**config.mk**
```make
export PLATFORM = sky130hd
export DESIGN_NAME = plru4_victim_sel
export DESIGN_NICKNAME = d
export VERILOG_FILES = /design/src/rtl/plru4_pkg.sv /design/src/rtl/plru4_tree_reg.sv /design/src/rtl/plru4_tree_pick.sv /design/src/rtl/plru4_first_free.sv /design/src/rtl/plru4_victim_sel.sv
export SDC_FILE = /design/constraint.sdc
export NUM_CORES = 1
export LEC_CHECK = 0
export ABC_AREA = 1
export BUFFER_PORTS_ARGS = -buffer_cell sky130_fd_sc_hd__buf_2
export CORE_AREA = 5 5 42 44
export CTS_BUF_LIST = sky130_fd_sc_hd__clkbuf_4
export DETAILED_ROUTE_END_ITERATION = 10
export DIE_AREA = 0 0 47 49
export GPL_ROUTABILITY_DRIVEN = 0
export HOLD_SLACK_MARGIN = 0.03
export PLACE_DENSITY_LB_ADDON = 0.3
export SETUP_SLACK_MARGIN = 0.4
export SYNTH_ARGS = -nofsm -noshare
export SYNTH_HDL_FRONTEND = slang
export SYNTH_HIERARCHICAL = 1
export SYNTH_SLANG_ARGS = --single-unit
```
**constraint.sdc**
```tcl
create_clock -name clk -period 1.5 [get_ports clk]
set_input_delay 0.225 -clock clk [delete_from_list [all_inputs] [get_ports clk]]
set_output_delay 0.225 -clock clk [all_outputs]
set_load 0.01 [all_outputs]
```
**src/rtl/plru4_pkg.sv**
```systemverilog
package plru4_pkg;
  localparam int NUM_WAYS   = 4;
  localparam int WAY_W      = $clog2(NUM_WAYS);
  localparam int TREE_W     = NUM_WAYS - 1;
  localparam int ROOT_NODE  = 0;
  localparam int LOW_NODE   = 1;
  localparam int HIGH_NODE  = 2;

  typedef logic [WAY_W-1:0]    way_idx_t;
  typedef logic [TREE_W-1:0]   tree_t;
  typedef logic [NUM_WAYS-1:0] way_vec_t;
endpackage

```
**src/rtl/plru4_tree_reg.sv**
```systemverilog
module plru4_tree_reg
  import plru4_pkg::*;
(
  input  logic     clk,
  input  logic     rst,
  input  logic     ref_en,
  input  way_idx_t ref_way,
  output tree_t    tree_q
);
  tree_t tree_d;
  logic  upper_half;
  logic  leaf_bit;

  assign upper_half = ref_way[WAY_W-1];
  assign leaf_bit   = ref_way[0];

  // Point every node on the referenced path away from the referenced way.
  always_comb begin
    tree_d = tree_q;
    if (ref_en) begin
      tree_d[ROOT_NODE] = ~upper_half;
      if (upper_half) tree_d[HIGH_NODE] = ~leaf_bit;
      else            tree_d[LOW_NODE]  = ~leaf_bit;
    end
  end

  always_ff @(posedge clk) begin
    if (rst) tree_q <= '0;
    else     tree_q <= tree_d;
  end
endmodule

```
**src/rtl/plru4_tree_pick.sv**
```systemverilog
module plru4_tree_pick
  import plru4_pkg::*;
(
  input  tree_t    tree,
  output way_idx_t tree_victim
);
  // Follow each node toward the side used less recently.
  always_comb begin
    if (tree[ROOT_NODE]) tree_victim = {1'b1, tree[HIGH_NODE]};
    else                 tree_victim = {1'b0, tree[LOW_NODE]};
  end
endmodule

```
**src/rtl/plru4_first_free.sv**
```systemverilog
module plru4_first_free
  import plru4_pkg::*;
(
  input  way_vec_t way_valid,
  output logic     any_free,
  output way_idx_t free_way
);
  way_vec_t first_hole;

  for (genvar i = 0; i < NUM_WAYS; i++) begin : g_hole
    if (i == 0) begin : g_lowest
      assign first_hole[i] = ~way_valid[i];
    end else begin : g_upper
      assign first_hole[i] = ~way_valid[i] & (&way_valid[i-1:0]);
    end
  end

  assign any_free = |first_hole;

  always_comb begin
    free_way = '0;
    for (int i = 0; i < NUM_WAYS; i++) begin
      if (first_hole[i]) free_way = way_idx_t'(i);
    end
  end
endmodule

```
**src/rtl/plru4_victim_sel.sv**
```systemverilog
module plru4_victim_sel
  import plru4_pkg::*;
(
  input  logic                clk,
  input  logic                rst,
  input  logic                ref_en,
  input  logic [WAY_W-1:0]    ref_way,
  input  logic [NUM_WAYS-1:0] way_valid,
  output logic [WAY_W-1:0]    victim_way,
  output logic [TREE_W-1:0]   tree_bits
);
  tree_t    tree_q;
  way_idx_t tree_victim;
  way_idx_t free_way;
  logic     any_free;

  plru4_tree_reg i_tree_reg (
    .clk    (clk),
    .rst    (rst),
    .ref_en (ref_en),
    .ref_way(ref_way),
    .tree_q (tree_q)
  );

  plru4_tree_pick i_tree_pick (
    .tree       (tree_q),
    .tree_victim(tree_victim)
  );

  plru4_first_free i_first_free (
    .way_valid(way_valid),
    .any_free (any_free),
    .free_way (free_way)
  );

  assign victim_way = any_free ? free_way : tree_victim;
  assign tree_bits  = tree_q;
endmodule

```
==> results of run 1 <==
==> kinds of logic (layout without fill, tap and decap cells) <==
logic type	after synthesis	count (layout)
DFF	3	3
buffers and inverters	8	25
AOI/OAI and AO/OA	4	4
and+or+nand+nor	21	21
==> worst max-delay path by stage <==
stage / endpoint
after floorplan: victim_way[0]
after global placement: victim_way[0]
after detailed placement: victim_way[0]
after CTS: victim_way[0]
after global routing: victim_way[0]
final: victim_way[0]
==> through the flow <==
step	util (%)	worst slack [ns]
after global placement	19.6	0.479
after detailed placement	19.6	0.477
after floorplan	-	0.607
after global routing	22.9	0.250
after CTS	22.5	0.336
final	22.9	0.353
==> per-layer routing <==
metal	wire length [µm]	part of all wire, %	up-vias
met1	244	45	104
met4	0	0	0
li1	-	-	142
met3	75	14	0
met5	0	0	-
met2	218	41	12
==> power by group <==
group | internal (mW) | switching, mW | total, mW
combinational | 0.0273 | 0.0291 | 0.0564
clock | 0.118 | 0.0421 | 0.160
sequential | 0.0865 | 0.00445 | 0.0910
==> layout by cell type, fill, tap and decap left out, drive strengths merged <==
| cell type | n |
|---|---|
| a21oi | 3 |
| buf | 14 |
| clkbuf | 4 |
| dfxtp | 3 |
| inv | 7 |
| nand2 | 14 |
| nand3 | 2 |
| nand4 | 1 |
| nor2 | 4 |
| o21ai | 1 |
==> critical path: cells and delay by family (launching register included) <==
kind / cells / cell delay [ns]
flops: 1 / 0.34
buf+inv: 2 / 0.16
simple gates: 4 / 0.20
==> cell type report <==
cell class / count / area [µm²] / area share [%]
clock buffers: 4 / 30.0 / 9.34
repair buffers: 14 / 78.8 / 24.5
inverters: 7 / 26.3 / 8.17
multi-input cells: 25 / 104 / 32.3
well taps: 16 / 20.0 / 6.23
flip-flops and latches: 3 / 62.6 / 19.5
==> timing repair <==
item / in CTS / in global routing
setup buffers: 1 / 0
pin swaps: 1 / 0
endpoints found under the setup margin: 2 / 1
gates resized for setup: 2 / 1
==> run_results.csv, run 1 <==
group,metric,value,unit
outcome,status,"finished, final reports clean",
sta,hold_viol_final,0,
sta,whs,0.244,ns
routing,drt_iter0_drc,3,
global_route,met3_usage,2.58,%
global_route,grt_usage,5.77,%
worst_setup_path,arrival,0.92,ns
worst_setup_path,critPathMostFrequentCell,"nand2_1",
global_route,grtUsageMet2,6.79,%
synth,synth_compound_area_share,10.1,%
worst_setup_path,r2r-end,"i_tree_reg/tree_q[0]$_SDFFE_PP0P_",
synth,async_reset_ff_share,0,%
synth,yosysUniqueCellTypes,9,
hold_path,min_to,"i_tree_reg/tree_q[1]$_SDFFE_PP0P_",
routing,routed-via-count,258,
cts,worstSkewPairLatency,0.23,ns
global_route,use_met1,6.58,%
power_and_ir_drop,ir_worst_vdd,0.221,mV
floorplan,core_area,1400,µm²
routing,dr.pass1.iters,4,
floorplan,io-pin-count,14,
cts,cts-root-buf,"clkbuf_4",
cells_and_area,n_antenna_cell,0,
sta,rsz0062_at_grt,"yes",
synth,synth-simple-area-share,42.4,%
synth,synth_edf_count,0,
cts,cts_tree,"done",
worst_setup_path,slowest_stage,"dfxtp_2",
power_and_ir_drop,p_leak,0.203,nW
worst_setup_path,rrSetupSlack,0.74,ns
hold_path,holdPathStages,4,
worst_setup_path,crit_path_end_kind,"primary output",
placement,dp.cells,64,
cells_and_area,nNetsFinal,63,
global_route,gr-total-overflow,0,
cells_and_area,reg_top3,"i_tree_reg/tree_q x3",
cells_and_area,area_delta_synth_final,62.7,%
synth,synth_top_family_by_area,"simple AND/OR/NAND/NOR gates",
cts,clockBufferDepth,2,
cells_and_area,top_register,"i_tree_reg/tree_q",
synth,ys_top_cells_by_count,"nand2_1 (14), inv_1 (7), nor2_1 (4)",
synth,syn-num-nets,45,
hold_path,min_path_type,"input port to flop",
sta,fin_tns_setup,0,ns
cells_and_area,drive_above_1_share,37.7,%
worst_setup_path,crit_chain,"inv_1 > nand2_1 > nand2_1 > nand2_1 > nand2_1 > buf_6",
floorplan,die_w,47,µm
sta,slew_headroom,91.3,%
placement,postPlaceCellArea,275,µm²
global_route,grt_pass1_wl,890,µm
worst_setup_path,critPathKind,"flop to primary output",
worst_setup_path,max_stage_delay,0.34,ns
cts,cts_max_level,1,
routing,drc_errors,0,
placement,io_buffers,13,
synth,ys_seq_area_share,30.4,%
cts,clkSlewWorstSetupHoldPaths,0.04,ns
synth,synth_ff_type,"dfxtp_1",
routing,drt_wl_total,538,µm
sta,setup_viol,0,
synth,syn_avg_cell_area,5.49,µm²
cells_and_area,fillCellCount,187,
synth,yosys.area.top_type,"dfxtp_1",
cts,cts_hold_buffers,0,
synth,netlist_top_cells_area,"dfxtp_1 (30%), nand2_1 (27%), inv_1 (13%), a21oi_1 (7.6%), nor2_1 (7.6%)",
synth,yosys.area_share.xor_xnor,0,%
synth,netlist_area,198,µm²
sta,worst-slew-pin-transition,0.129,ns
worst_setup_path,worstReg2RegStart,"i_tree_reg/tree_q[0]$_SDFFE_PP0P_",
synth,yosysMostFrequentCell,"nand2_1",
floorplan,rows,14,
sta,fin_crit_sh,76.5,%
hold_path,min_from,"rst",
synth,netlist_instances,36,
sta,slew_viol_final,0,
cells_and_area,fin_area,322,µm²
sta,clock-skew-final,0,ns
routing,post_drt_via_cell_ratio,3.74,
worst_setup_path,r2r_cells,3,
power_and_ir_drop,power_per_cell_area,955,nW/µm²
worst_setup_path,startpoint,"i_tree_reg/tree_q[0]$_SDFFE_PP0P_",
synth,yosys_warnings,6,
floorplan,die_area,2300,µm²
cts,cts_num_sinks,3,
placement,dp_hpwl,427,µm
cts,cts_made_buffers,3,
global_route,grt_pass1_vias,248,
routing,detail-route-antenna-nets,0,
cells_and_area,largest_register_ffs,3,
synth,synth_top_area_share,30.4,%
worst_setup_path,crit_required,1.27,ns
routing,avgRoutedWirePerCell,7.80,µm
global_route,antenna_found_initial,0,
sta,min_period,1.15,ns
synth,synth_mux_area_share,0,%
floorplan,initial_utilization,14.1,%
global_route,grt_start_max_net_pins,6,
power_and_ir_drop,p_total,0.307,mW
cells_and_area,final_cells,69,
floorplan,die_y,49,µm
worst_setup_path,cp-start-kind,"flop",
job,cap_violations,0,
synth,synth_seq_cells,3,
global_route,gr-max-usage-layer,"met4",
worst_setup_path,path_max_fanout,4,
synth,synth-adder-area-share,0,%
sta,fmax,0.872,GHz
Power figures use the tool's default switching activity.
==> run 2, diff against run 1 <==
Settings changed: ABC_AREA 1 to 0.
Clock period 1.5 ns to 1.15 ns, I/O delays scaled along.
==> run 2 against run 1 <==
The flow now finishes with violations (negative setup slack). Worst hold slack lost 0.10 ns. Non-clock buffer count grew 3. Clock skew is the same. Die area stayed put. Count of clock-buffer cells in the layout did not move. Core utilization is 5.6 points higher. Critical endpoint unchanged.
==> run_results.csv, run 2 <==
group,metric,value,unit
synth,netlist_instances,20,
synth,synth_edf_count,0,
routing,post_drt_via_cell_ratio,4.07,
sta,slew_viol_final,0,
worst_setup_path,critPathKind,"flop to primary output",
worst_setup_path,crit_path_end_kind,"primary output",
worst_setup_path,crit_required,0.98,ns
cells_and_area,reg_top3,"i_tree_reg/tree_q x3",
worst_setup_path,cp.buffers_inverters,1,
synth,synth-adder-area-share,0,%
cts,clockBufferDepth,2,
placement,dpl_worst_slack,-0.0343,ns
routing,detail-route-antenna-nets,0,
global_route,grt_pass1_wl,945,µm
synth,ys_seq_area_share,31.6,%
floorplan,initial_utilization,13.6,%
routing,routed-via-count,228,
cells_and_area,n_antenna_cell,0,
cells_and_area,nNetsFinal,50,
cells_and_area,fillCellCount,153,
job,cap_violations,0,
sta,clock-skew-final,0,ns
cells_and_area,top_register,"i_tree_reg/tree_q",
worst_setup_path,cp-start-kind,"flop",
routing,drt_wl_total,570,µm
sta,worst-slew-pin-transition,0.189,ns
synth,synth_seq_cells,3,
sta,fmax,0.707,GHz
synth,synth_compound_area_share,24.3,%
placement,io_buffers,13,
sta,rsz0062_at_grt,"yes",
worst_setup_path,arrival,1.24,ns
worst_setup_path,path_max_fanout,2,
floorplan,die_w,47,µm
global_route,gr-total-overflow,0,
cts,cts_num_sinks,3,
sta,min_period,1.41,ns
synth,syn_avg_cell_area,9.51,µm²
cells_and_area,fin_util,28.6,%
global_route,grt_usage,5.84,%
floorplan,core_area,1400,µm²
synth,synth_mux_area_share,19.7,%
worst_setup_path,max_stage_delay,0.34,ns
floorplan,die_y,49,µm
global_route,grt_pass1_vias,250,
cells_and_area,largest_register_ffs,3,
power_and_ir_drop,p_leak,0.187,nW
cts,cts-root-buf,"clkbuf_4",
synth,async_reset_ff_share,0,%
worst_setup_path,slowest_stage,"dfxtp_4",
global_route,antenna_found_initial,0,
cts,cts_max_level,1,
cts,cts_hold_buffers,0,
routing,drc_errors,0,
hold_path,min_path_type,"input port to flop",
synth,yosys.area_share.xor_xnor,0,%
cts,cts_tree,"done",
worst_setup_path,critPathMostFrequentCell,"mux2_4",
cells_and_area,final_cell_mix,"buf_2 (8), buf_6 (8), clkbuf_4 (4), mux2_4 (3)",
power_and_ir_drop,power_per_cell_area,1100,nW/µm²
synth,netlist_area,190,µm²
synth,synth_top_family_by_area,"compound AO/OA/AOI/OAI gates",
cts,clkSlewWorstSetupHoldPaths,0.04,ns
routing,avgRoutedWirePerCell,10.2,µm
synth,yosysUniqueCellTypes,15,
synth,syn-num-nets,29,
cells_and_area,area_delta_synth_final,111,%
sta,setup_viol,2,
sta,fin_ws,-0.264,ns
global_route,grt_start_max_net_pins,7,
cts,cts_made_buffers,3,
worst_setup_path,path_delay_family,"multiplexers",
power_and_ir_drop,ir_worst_vdd,0.774,mV
synth,ys_top_cells_by_count,"dfxtp_1 (3), a21oi_1 (2), mux2_2 (2), nand2b_1 (2)",
worst_setup_path,crit_chain,"mux2_4 > mux2_4 > buf_6",
synth,yosys_warnings,6,
sta,whs,0.140,ns
outcome,status,"finished with violations",
routing,drt_iter0_drc,2,
outcome,violations,"negative setup slack",
sta,hold_viol_final,0,
sta,fin_crit_sh,123,%
synth,yosys.area.top_type,"dfxtp_1",
floorplan,die_area,2300,µm²
synth,yosysMostFrequentCell,"dfxtp_1",
synth,synth-simple-area-share,18.4,%
routing,dr.pass1.iters,4,
sta,fin_tns_setup,-0.481,ns
placement,dp.cells,51,
floorplan,rows,14,
synth,synth_top_area_share,31.6,%
cells_and_area,drive_above_1_share,77.5,%
floorplan,io-pin-count,14,
synth,netlist_top_cells_area,"dfxtp_1 (32%), mux2_2 (12%), mux2_4 (7.9%), a211oi_2 (6.6%), nand2b_1 (6.6%)",
cts,worstSkewPairLatency,0.23,ns
cells_and_area,final_cells,56,
sta,slew_headroom,87.3,%
synth,synth_ff_type,"dfxtp_1",
[run 2: cell count changes after synthesis, sizes merged, moves of 2 or more]
| cell | change |
|---|---|
| nor2 | -3 |
| nand3 | -2 |
| a211oi | +2 |
| inv | -6 |
| nand2b | +2 |
| mux2 | +3 |
| nand2 | -13 |
[run 2: timing repair]
action / CTS / global route
endpoints found under the setup margin: 7 / 7
setup buffers: 1 / 0
resized for setup: 10 / 4
pin swaps: 0 / 1
hold endpoints to repair: 0 / 0
[run 2: per-stage QoR]
stage | total power [mW] | area (µm²)
after floorplan | 0.158 | 201
after global placement | 0.201 | 302
after detailed placement | 0.201 | 302
after CTS | 0.440 | 384
after global routing | 0.470 | 400
final | 0.442 | 400
[run 2: final timing paths]
check,startpoint,to,slack (ns),cells past startpoint
min,rst,i_tree_reg/tree_q[1]$_SDFFE_PP0P_,0.14,2
max reg2reg,i_tree_reg/tree_q[0]$_SDFFE_PP0P_,i_tree_reg/tree_q[0]$_SDFFE_PP0P_,0.34,4
max,i_tree_reg/tree_q[0]$_SDFFE_PP0P_,victim_way[0],-0.26,3
min reg2reg,i_tree_reg/tree_q[1]$_SDFFE_PP0P_,i_tree_reg/tree_q[1]$_SDFFE_PP0P_,0.57,3
[run 2: routing by layer]
layer	routed length (µm)	track usage, %	vias up	part of all wire (%)
met3	88	6.64	0	15
met1	258	6.80	99	45
li1	-	-	115	-
met4	0	0	0	0
met2	223	7.69	14	39
met5	0	0	-	0
[run 2: area by class of cell]
class                           count  area (µm²)  share of cell area (%)
Clock buffer                        4        30.0                    7.50
Inverter                            1        3.75                   0.938
Multi-Input combinational cell     15         143                    35.6
Sequential cell                     3        66.3                    16.6
Tap cell                           16        20.0                    5.00
Timing Repair Buffer               17         138                    34.4
[run 2: logic make-up after synthesis]
family          count (synthesis)
compound gates                  6
buf+inv                         2
flops                           3
mux                             3
simple gates                    6
[run 2: report_power, final]
part / switching [mW] / total, mW / internal (mW)
combinational: 0.0450 / 0.116 / 0.0705
clock: 0.0560 / 0.210 / 0.154
sequential: 0.00502 / 0.117 / 0.112
total: 0.106 / 0.442 / 0.336
==> run 3, diff against run 2 <==
Clock period 1.15 ns to 1.2 ns, I/O delays scaled along.
==> run 3 against run 2 <==
The run still ends with negative setup slack left. Sequential cell count stayed put. First-iteration DRC count stayed put. Cell area is 6.3% lower. Via count is 0.88% higher. Non-clock buffer count is 1 lower. Routed wire length is 5.3% lower. Largest power group unchanged. Worst hold slack better by 0.0023 ns. Clock skew stayed put. Count of clock-buffer cells in the layout stayed put.
==> run_results.csv, run 3 (same netlist as run 2, synthesis figures left out) <==
group,metric,value,unit
cells_and_area,regArea,66.3,µm²
sta,rsz0062_at_grt,"yes",
global_route,grt_usage,5.77,%
routing,post_drt_via_cell_ratio,4.18,
cells_and_area,nNetsFinal,49,
routing,drt_wl_total,540,µm
cts,cts-root-buf,"clkbuf_4",
routing,dr.pass1.iters,4,
cells_and_area,top_register,"i_tree_reg/tree_q",
global_route,grt_pass1_vias,246,
floorplan,initial_utilization,13.6,%
cts,cts_made_buffers,3,
worst_setup_path,crit_path_end_kind,"primary output",
global_route,met3_usage,4.06,%
global_route,grt_pass1_wl,897,µm
floorplan,die_y,49,µm
outcome,violations,"negative setup slack",
floorplan,die_area,2300,µm²
cells_and_area,final_cell_mix,"buf_2 (8), buf_6 (7), clkbuf_4 (4), mux2_4 (3)",
global_route,grt_start_max_net_pins,7,
worst_setup_path,crit_chain,"mux2_4 > mux2_4 > buf_6",
cts,worstSkewPairLatency,0.24,ns
placement,dp.cells,49,
placement,io_buffers,13,
cells_and_area,multi_input_area,129,µm²
sta,fin_crit_sh,119,%
power_and_ir_drop,p_int,0.316,mW
worst_setup_path,arrival,1.25,ns
cells_and_area,largest_register_ffs,3,
global_route,gr-max-usage-layer,"met2",
cells_and_area,fillCellCount,164,
floorplan,core_area,1400,µm²
cts,cts_tree,"done",
worst_setup_path,slowest_stage,"dfxtp_4",
sta,slew_viol_final,0,
worst_setup_path,path_max_fanout,2,
power_and_ir_drop,p_sw,0.0984,mW
power_and_ir_drop,swShare,23.7,%
cts,cts_num_sinks,3,
hold_path,min_path_type,"input port to flop",
floorplan,rows,14,
floorplan,die_w,47,µm
worst_setup_path,max_stage_delay,0.34,ns
job,cap_violations,0,
sta,fmax,0.700,GHz
cells_and_area,final_cells,55,
cells_and_area,area_delta_synth_final,97.4,%
cts,clkSlewWorstSetupHoldPaths,0.04,ns
power_and_ir_drop,p_leak,0.179,nW
worst_setup_path,critPathMostFrequentCell,"mux2_4",
routing,avgRoutedWirePerCell,9.82,µm
routing,detail-route-antenna-nets,0,
global_route,use_met1,4.61,%
global_route,antenna_found_initial,0,
power_and_ir_drop,p_clk_share,48.9,%
cells_and_area,n_antenna_cell,0,
placement,dpl_worst_slack,0.00927,ns
floorplan,io-pin-count,14,
cells_and_area,final_common_cell,"buf_2",
sta,clock-skew-final,0,ns
power_and_ir_drop,ir_worst_vdd,0.384,mV
cts,clockBufferDepth,2,
cts,cts_hold_buffers,0,
cts,cts_max_level,1,
cells_and_area,reg_top3,"i_tree_reg/tree_q x3",
global_route,grtUsageMet2,8.60,%
sta,setup_viol,3,
sta,worst-slew-pin-transition,0.200,ns
cells_and_area,drive_above_1_share,71.8,%
global_route,gr-total-overflow,0,
worst_setup_path,cp-start-kind,"flop",
power_and_ir_drop,power_per_cell_area,1100,nW/µm²
routing,drt_iter0_drc,2,
sta,slew_headroom,86.6,%
sta,min_period,1.43,ns
routing,drc_errors,0,
routing,routed-via-count,230,
worst_setup_path,crit_required,1.02,ns
sta,fin_tns_setup,-0.387,ns
worst_setup_path,critPathKind,"flop to primary output",
sta,fin_ws,-0.228,ns
outcome,status,"finished with violations",
power_and_ir_drop,p_comb_share,23.8,%
sta,hold_viol_final,0,
power_and_ir_drop,p_seq_share,27.4,%
## run 3: cell types whose count changed in the layout (fill, tap and decap cells not counted), sizes merged
cell	previous run	this run
buf	17	16
## run 3: final cells by class
class	instances	area share (%)
inverter	1	1.00
tap	16	5.33
multi-input combinational	15	34.3
sequential	3	17.7
timing repair buffer	16	33.7
clock buffer	4	8.00
## run 3: power groups by stage
stage / registers [mW] / logic (mW) / clock network [mW]
2_1_floorplan: 0.117 / 0.0343 / 0
3_3_place_gp: 0.113 / 0.0731 / 0
3_5_place_dp: 0.113 / 0.0732 / 0
4_1_cts: 0.113 / 0.0926 / 0.210
5_1_grt: 0.114 / 0.108 / 0.217
6_report: 0.114 / 0.0985 / 0.203
## run 3: path summary, 6_finish.rpt
| kind | startpoint | end | slack [ns] | depth (start not counted) |
|---|---|---|---|---|
| worst max register to register | i_tree_reg/tree_q[0]$_SDFFE_PP0P_ | i_tree_reg/tree_q[0]$_SDFFE_PP0P_ | 0.30 | 5 |
| worst min register to register | i_tree_reg/tree_q[1]$_SDFFE_PP0P_ | i_tree_reg/tree_q[1]$_SDFFE_PP0P_ | 0.48 | 2 |
| worst min-delay path | rst | i_tree_reg/tree_q[1]$_SDFFE_PP0P_ | 0.14 | 2 |
| worst max-delay path | i_tree_reg/tree_q[0]$_SDFFE_PP0P_ | victim_way[0] | -0.23 | 3 |
## run 3: through the flow
step                      utilization [%]  hold WS, ns  total power [mW]  instance area (µm²)
after global placement               20.4        0.386             0.186                  287
after floorplan                         -        0.245             0.151                  201
after detailed placement             20.4        0.387             0.186                  287
final                                26.8        0.142             0.415                  375
after CTS                            25.8        0.133             0.416                  362
after global routing                 26.8        0.138             0.440                  375
## run 3: critical path, delay by kind of cell, from the launching register on
kind                   cells  cell delay, ns
buffers and inverters      1            0.12
flip-flops                 1            0.34
multiplexers               2            0.56
## run 3: metal layers
layer  part of all wire, %  wire length, µm
met2                    41              221
met1                    35              190
met4                   3.5               19
met5                     0                0
met3                    20              109
## run 3: timing repair
action | 4_1_cts | 5_1_grt
cloned | 0 | 0
buffers inserted | 1 | 1
setup endpoints to repair | 5 | 6
pin swaps | 0 | 1
resized for setup | 8 | 2
